--- config.mk ---
export PLATFORM = sky130hd
export DESIGN_NAME = uart_modem_ctl
export DESIGN_NICKNAME = d
export VERILOG_FILES = /design/src/rtl/uart_modem_pkg.sv /design/src/rtl/modem_sync.sv /design/src/rtl/modem_ctl_reg.sv /design/src/rtl/modem_loop_mux.sv /design/src/rtl/modem_delta.sv /design/src/rtl/uart_modem_ctl.sv
export SDC_FILE = /design/constraint.sdc
export NUM_CORES = 1
export LEC_CHECK = 0
export ABC_CLOCK_PERIOD_IN_PS = 1700
export BUFFER_PORTS_ARGS = -buffer_cell sky130_fd_sc_hd__buf_2
export CAP_MARGIN = 0
export CORE_ASPECT_RATIO = 1.5
export CORE_UTILIZATION = 26
export CTS_BUF_LIST = sky130_fd_sc_hd__clkbuf_4 sky130_fd_sc_hd__clkbuf_8
export DETAILED_ROUTE_END_ITERATION = 8
export GPL_TIMING_DRIVEN = 1
export MAX_ROUTING_LAYER = met4
export PLACE_DENSITY = 0.6
export SLEW_MARGIN = 15
export SYNTH_ARGS = -nofsm -noshare
export SYNTH_HDL_FRONTEND = slang
export SYNTH_SLANG_ARGS = --single-unit
--- constraint.sdc ---
create_clock -name clk_i -period 1.7 [get_ports clk_i]
set_clock_uncertainty 0.2 [all_clocks]
set_input_delay 0.425 -clock clk_i [delete_from_list [all_inputs] [get_ports clk_i]]
set_output_delay 0.425 -clock clk_i [all_outputs]
set_load 0.005 [all_outputs]
--- src/rtl/uart_modem_pkg.sv ---
package uart_modem_pkg;
  localparam int CTL_W    = 8;
  localparam int MODEM_N  = 4;
  localparam int BIT_DTR  = 0;
  localparam int BIT_RTS  = 1;
  localparam int BIT_OP1  = 2;
  localparam int BIT_OP2  = 3;
  localparam int BIT_LOOP = 4;
  localparam int BIT_AFE  = 5;
  localparam int USED_W   = BIT_AFE + 1;

  // bit order sets the status byte layout
  typedef struct packed {
    logic cd;
    logic ri;
    logic dsr;
    logic cts;
  } modem_st_t;
endpackage

--- src/rtl/modem_sync.sv ---
module modem_sync #(
  parameter int WIDTH  = 4,
  parameter int STAGES = 2,
  parameter logic RST_VAL = 1'b1
) (
  input  logic             clk_i,
  input  logic             rst_ni,
  input  logic [WIDTH-1:0] d_i,
  output logic [WIDTH-1:0] q_o
);
  logic [WIDTH-1:0] stage_q [STAGES];

  for (genvar s = 0; s < STAGES; s++) begin : g_stage
    always_ff @(posedge clk_i or negedge rst_ni) begin
      if (!rst_ni) begin
        stage_q[s] <= {WIDTH{RST_VAL}};
      end else if (s == 0) begin
        stage_q[s] <= d_i;
      end else begin
        stage_q[s] <= stage_q[(s == 0) ? 0 : s-1];
      end
    end
  end

  assign q_o = stage_q[STAGES-1];
endmodule

--- src/rtl/modem_ctl_reg.sv ---
module modem_ctl_reg
  import uart_modem_pkg::*;
(
  input  logic             clk_i,
  input  logic             rst_ni,
  input  logic             wr_i,
  input  logic [CTL_W-1:0] wdata_i,
  output logic [CTL_W-1:0] ctl_o
);
  logic [USED_W-1:0] ctl_q;

  always_ff @(posedge clk_i or negedge rst_ni) begin
    if (!rst_ni)   ctl_q <= '0;
    else if (wr_i) ctl_q <= wdata_i[USED_W-1:0];
  end

  // reserved upper bits are never stored
  assign ctl_o = {{(CTL_W-USED_W){1'b0}}, ctl_q};
endmodule

--- src/rtl/modem_loop_mux.sv ---
module modem_loop_mux
  import uart_modem_pkg::*;
(
  input  logic [CTL_W-1:0] ctl_i,
  input  modem_st_t        pin_st_i,
  input  logic             tx_ser_i,
  input  logic             rx_pin_i,
  output logic             tx_pin_o,
  output logic             rx_ser_o,
  output logic             dtr_n_o,
  output logic             rts_n_o,
  output modem_st_t        st_o
);
  logic loop;
  modem_st_t loop_st;

  assign loop = ctl_i[BIT_LOOP];

  always_comb begin
    loop_st.cts = ctl_i[BIT_RTS];
    loop_st.dsr = ctl_i[BIT_DTR];
    loop_st.ri  = ctl_i[BIT_OP1];
    loop_st.cd  = ~ctl_i[BIT_OP2];
  end

  assign st_o     = loop ? loop_st  : pin_st_i;
  assign tx_pin_o = loop ? 1'b1     : tx_ser_i;
  assign rx_ser_o = loop ? tx_ser_i : rx_pin_i;
  assign dtr_n_o  = loop ? 1'b1     : ~ctl_i[BIT_DTR];
  assign rts_n_o  = loop ? 1'b1     : ~ctl_i[BIT_RTS];
endmodule

--- src/rtl/modem_delta.sv ---
module modem_delta
  import uart_modem_pkg::*;
(
  input  logic               clk_i,
  input  logic               rst_ni,
  input  modem_st_t          st_i,
  input  logic               rd_i,
  output logic [MODEM_N-1:0] delta_o
);
  modem_st_t          prev_q;
  logic [MODEM_N-1:0] delta_q;
  logic [MODEM_N-1:0] hit;

  always_comb begin
    hit[0] = st_i.cts ^ prev_q.cts;
    hit[1] = st_i.dsr ^ prev_q.dsr;
    hit[2] = prev_q.ri & ~st_i.ri;   // trailing edge only
    hit[3] = st_i.cd ^ prev_q.cd;
  end

  always_ff @(posedge clk_i or negedge rst_ni) begin
    if (!rst_ni) begin
      prev_q  <= '0;
      delta_q <= '0;
    end else begin
      prev_q  <= st_i;
      delta_q <= (rd_i ? '0 : delta_q) | hit;
    end
  end

  assign delta_o = delta_q;
endmodule

--- src/rtl/uart_modem_ctl.sv ---
module uart_modem_ctl
  import uart_modem_pkg::*;
#(
  parameter int SYNC_STAGES = 2
) (
  input  logic       clk_i,
  input  logic       rst_ni,
  input  logic       ctl_wr_i,
  input  logic [7:0] ctl_wdata_i,
  output logic [7:0] ctl_rdata_o,
  input  logic       msr_rd_i,
  output logic [7:0] msr_rdata_o,
  input  logic       tx_ser_i,
  output logic       rx_ser_o,
  output logic       tx_pin_o,
  input  logic       rx_pin_i,
  input  logic       cts_n_i,
  input  logic       dsr_n_i,
  input  logic       ri_n_i,
  input  logic       cd_n_i,
  output logic       dtr_n_o,
  output logic       rts_n_o,
  output logic       auto_flow_o,
  input  logic       irq_i,
  output logic       irq_o,
  output logic       irq_oe_o,
  input  logic       modem_ie_i,
  output logic       modem_irq_o
);
  logic [CTL_W-1:0]   ctl;
  logic [MODEM_N-1:0] pins_n_sync;
  logic [MODEM_N-1:0] delta;
  modem_st_t          pin_st;
  modem_st_t          st;

  modem_ctl_reg u_reg (
    .clk_i   (clk_i),
    .rst_ni  (rst_ni),
    .wr_i    (ctl_wr_i),
    .wdata_i (ctl_wdata_i),
    .ctl_o   (ctl)
  );

  modem_sync #(.WIDTH(MODEM_N), .STAGES(SYNC_STAGES), .RST_VAL(1'b1)) u_sync (
    .clk_i  (clk_i),
    .rst_ni (rst_ni),
    .d_i    ({cd_n_i, ri_n_i, dsr_n_i, cts_n_i}),
    .q_o    (pins_n_sync)
  );

  assign pin_st = modem_st_t'(~pins_n_sync);

  modem_loop_mux u_mux (
    .ctl_i    (ctl),
    .pin_st_i (pin_st),
    .tx_ser_i (tx_ser_i),
    .rx_pin_i (rx_pin_i),
    .tx_pin_o (tx_pin_o),
    .rx_ser_o (rx_ser_o),
    .dtr_n_o  (dtr_n_o),
    .rts_n_o  (rts_n_o),
    .st_o     (st)
  );

  modem_delta u_delta (
    .clk_i   (clk_i),
    .rst_ni  (rst_ni),
    .st_i    (st),
    .rd_i    (msr_rd_i),
    .delta_o (delta)
  );

  assign ctl_rdata_o = ctl;
  assign msr_rdata_o = {st, delta};
  assign auto_flow_o = ctl[BIT_AFE];
  assign irq_oe_o    = ctl[BIT_OP2];
  assign irq_o       = irq_i;
  assign modem_irq_o = modem_ie_i & (|delta);
endmodule

==> summary.md <==
| Metric | Value |
|---|---|
| Outcome | `complete, but fails checks` |
| Violated checks | `negative setup slack` |
| Part of the Yosys area used for sequential elements | `65.40%` |
| Part of the cycle the worst path needs | `106.3%` |
| Number of global-route vias before repair | `~610` |
| Area inside the core boundary | `approximately 3200 um^2` |
| Sinks on Clock Net | `22` |
| Main combinational cell family by area after synthesis | `multiplexers` |
| Final setup fails | `9` |
| Crit Path Max Fanout | `6` |
| Wire length of the first global-routing pass | `between 2000 and 3000 um` |
| Cell area after synthesis | `roughly 860 um^2` |
| Total power density per cell area | `around 1000 nW/um^2` |
| Setup crit end kind | `primary output` |
| Number of port buffers | `37` |
| Clk Tree Root Cell | `clkbuf_8` |
| Critical Setup Path Class | `reg2out` |
| Static leakage power | `0.0005567 uW` |
| Detailed-router iteration count before antenna repair | `4` |
| Final antenna-violating net count | `0` |
| CP startpoint kind | `flip-flop` |
| Number of cells on the worst reg-to-reg path | `5` |
| Slew Viols, Final | `0` |
| Min-Delay Path Class | `in2reg` |
| Fraction of layout instances using a drive strength above 1 | `a little over three fifths` |
| Final Hold Viols | `0` |
| Synth cell types | `20` |
| Final RePlAce weighted congestion | `approximately 0.63` |
| Overall global routing resource usage | `10.04%` |
| Final setup slack of the worst path | `-0.1073 ns` |
| Area of placed instances | `between 1000 and 1500 um^2` |
| Net total in the final layout | `about 130` |
| Number of synthesized register bits | `22` |
| Total of max-cap violations | `0` |
| Highest-count cells in the layout ignoring fill and taps | `buf_2, dfrtp_1, dfstp_2` |
| Drt first-iter violations | `15` |
| Via count | `579` |
| Fraction of the mapped netlist area in simple logic gates | `between 7 and 8%` |
| Synth Area in Compound Gates | `under 10%` |
| Initial standard-cell utilization of the core | `a little over a quarter` |
| Final wirelength | `approximately 1500 um` |
| Detailed-placement wirelength estimate | `roughly 1100 um` |
| Pre-CTS setup slack | `~0.026 ns` |
| Most frequent standard cell in the layout excluding fill and tap cells | `buf_2` |
| Series of cell instances along the critical path | `buf_6 > mux2i_2 > buf_2` |
| Number of antenna violations at the first check in global routing | `0` |
| Worst hold-check slack | `between 0.06 and 0.07 ns` |
| Area share of fa/ha/maj cells after synthesis | `0%` |
| Antenna cell count | `0` |
| Horiz. Die Dim | `48.88 um` |
| Number of placement rows | `25` |
| Instance count along the most critical hold path | `1` |
| Summed area of non-filler cells in the final layout | `around 1200 um^2` |
| Synth warnings | `0` |
| Number of buffers created by CTS | `3` |
| Register-to-Register Setup Slack | `about 0.26 ns` |
| Peak per-stage delay on the critical path | `0.43 ns` |
| Die span in y | `72.32 um` |
| Mean routed wirelength per cell | `10.72 um` |
| Multiplexer area fraction after synthesis | `12.99%` |
| CP Buf/Inv Count | `2` |
| Critical path depth | `3` |
| Synth Area in XOR/XNOR | `a little over 1%` |
| Shortest clock period the worst path allows after layout | `between 1.5 and 2 ns` |
| Critical path's slowest cell | `dfrtp_2` |
| Arrival @ worst endpoint | `1.18 ns` |
| Largest net degree at the start of global routing | `23` |
| Syn_area_per_cell | `between 10 and 15 um^2` |
| Highest attainable clock frequency | `0.5533 GHz` |
| TritonCTS clock tree | `built` |
| Clock network latency to the later pin of the worst-skew pair | `0.25 ns` |
| Count of pins on the block boundary | `44` |
| Post-detailed-route via-to-cell ratio | `~4.0` |
| RSZ-0062 raised after global routing | `yes` |
| # DRC | `0` |
| Overflow left after global routing | `0` |
| Clock slew at reported path FFs | `approximately 0.07 ns` |
| Cell count after synthesis | `between 60 and 70` |
| Area enclosed by the die boundary | `about 3500 um^2` |
| Clock H-tree levels | `1` |
| Max VDD drop | `roughly 0.48 mV` |
| Buffer depth of the longest clock path | `2` |
| Critical Path RT | `1.07 ns` |
| Cell type group with the largest total delay on the critical path | `flip-flops` |
| Area added between synthesis and finish | `35.62%` |
[worst reg2reg max path: cells and delay by family (launching register included)]
kind | cells | cell delay (ns)
buffers and inverters | 2 | 0.29
flip-flops | 1 | 0.43
AO/OA/AOI/OAI | 1 | 0.09
XOR/XNOR | 1 | 0.11
multiplexers | 1 | 0.21
[metrics by stage]
| step | std cells | total power, uW | setup TNS (ns) | util, % |
|---|---|---|---|---|
| 2_1_floorplan | 64 | 739.9 | 0 | - |
| 3_5_place_dp | 138 | 845.9 | 0 | 34.06 |
| 6_report | 144 | 1158 | -0.6296 | 36.79 |
| 5_1_grt | 144 | 1232 | -1.147 | 36.79 |
| 4_1_cts | 144 | 1185 | -0.8447 | 36.79 |
| 3_3_place_gp | 138 | 838.8 | 0 | 34.06 |
[power breakdown]
part	internal, uW	switching (uW)
Clock	158	147
Combinational	131	97.9
Sequential	588	37.0
Total	876	282
[flip-flops by register name, summed over array words and instances (netlist names)]
| register | count |
|---|---|
| u_delta.delta_o | 4 |
| u_delta.prev_q | 4 |
| u_reg.ctl_q | 6 |
| u_sync.q_o | 4 |
| u_sync.stage_q | 4 |
[worst paths after layout]
kind / startpoint / endpoint
setup / recovery: u_reg.ctl_q[4] / msr_rdata_o[7]
hold / removal: dsr_n_i / u_sync.stage_q[5]
setup reg to reg: u_reg.ctl_q[4] / u_delta.delta_o[3]
hold reg to reg: u_sync.stage_q[4] / u_sync.q_o[0]
max in group asynchronous: rst_ni / u_sync.stage_q[4]
min in group asynchronous: rst_ni / u_reg.ctl_q[3]
[per-layer routing]
metal	global-route usage (%)	up-vias	wire length, um
li1	-	281	-
met1	9.595	277	544
met2	18.06	19	907
met3	2.306	2	77
met4	6.209	0	13
met5	-	-	0
[cell usage after synthesis]
| master | instances | share of area [%] |
|---|---|---|
| dfrtp_1 | 14 | 41 |
| dfstp_2 | 8 | 25 |
| buf_4 | 6 | 5.3 |
| mux2_2 | 6 | 7.9 |
| inv_1 | 4 | 1.8 |
| nor2b_1 | 4 | 2.9 |
| mux2i_1 | 3 | 3.5 |
| nand2_1 | 3 | 1.3 |
| nand2b_1 | 2 | 1.5 |
| nor2_1 | 2 | 0.88 |
| o21ai_2 | 2 | 2.0 |
| buf_2 | 1 | 0.58 |
| conb_1 | 1 | 0.44 |
| mux2i_2 | 1 | 1.6 |
| o21ai_0 | 1 | 0.58 |
| o21ai_1 | 1 | 0.58 |
| o22ai_1 | 1 | 0.73 |
| o41a_1 | 1 | 1.3 |
| or2_2 | 1 | 0.73 |
| xnor2_1 | 1 | 1.0 |
[final cells by class]
cell class,instances,area (um^2)
tap,40,50.05
fill,329,1997
timing repair buffer,44,244.0
clock buffer,3,41.29
inverter,4,15.01
sequential,22,561.8
multi-input combinational,31,250.2
[cell families after synthesis]
logic type,Yosys count
buf+inv,11
compound gates,6
flops,22
mux,10
other cells,1
xor+xnor,1
simple gates,12
[timing repair]
item / in CTS / in global routing
setup buffers: 2 / 0
hold endpoints to repair: 14 / 0
hold buffers: 1 / 0
gates resized for setup: 5 / 0
setup endpoints to repair: 10 / 9
pin swaps: 2 / 0
Note: power is estimated with default switching activity, not from simulation.
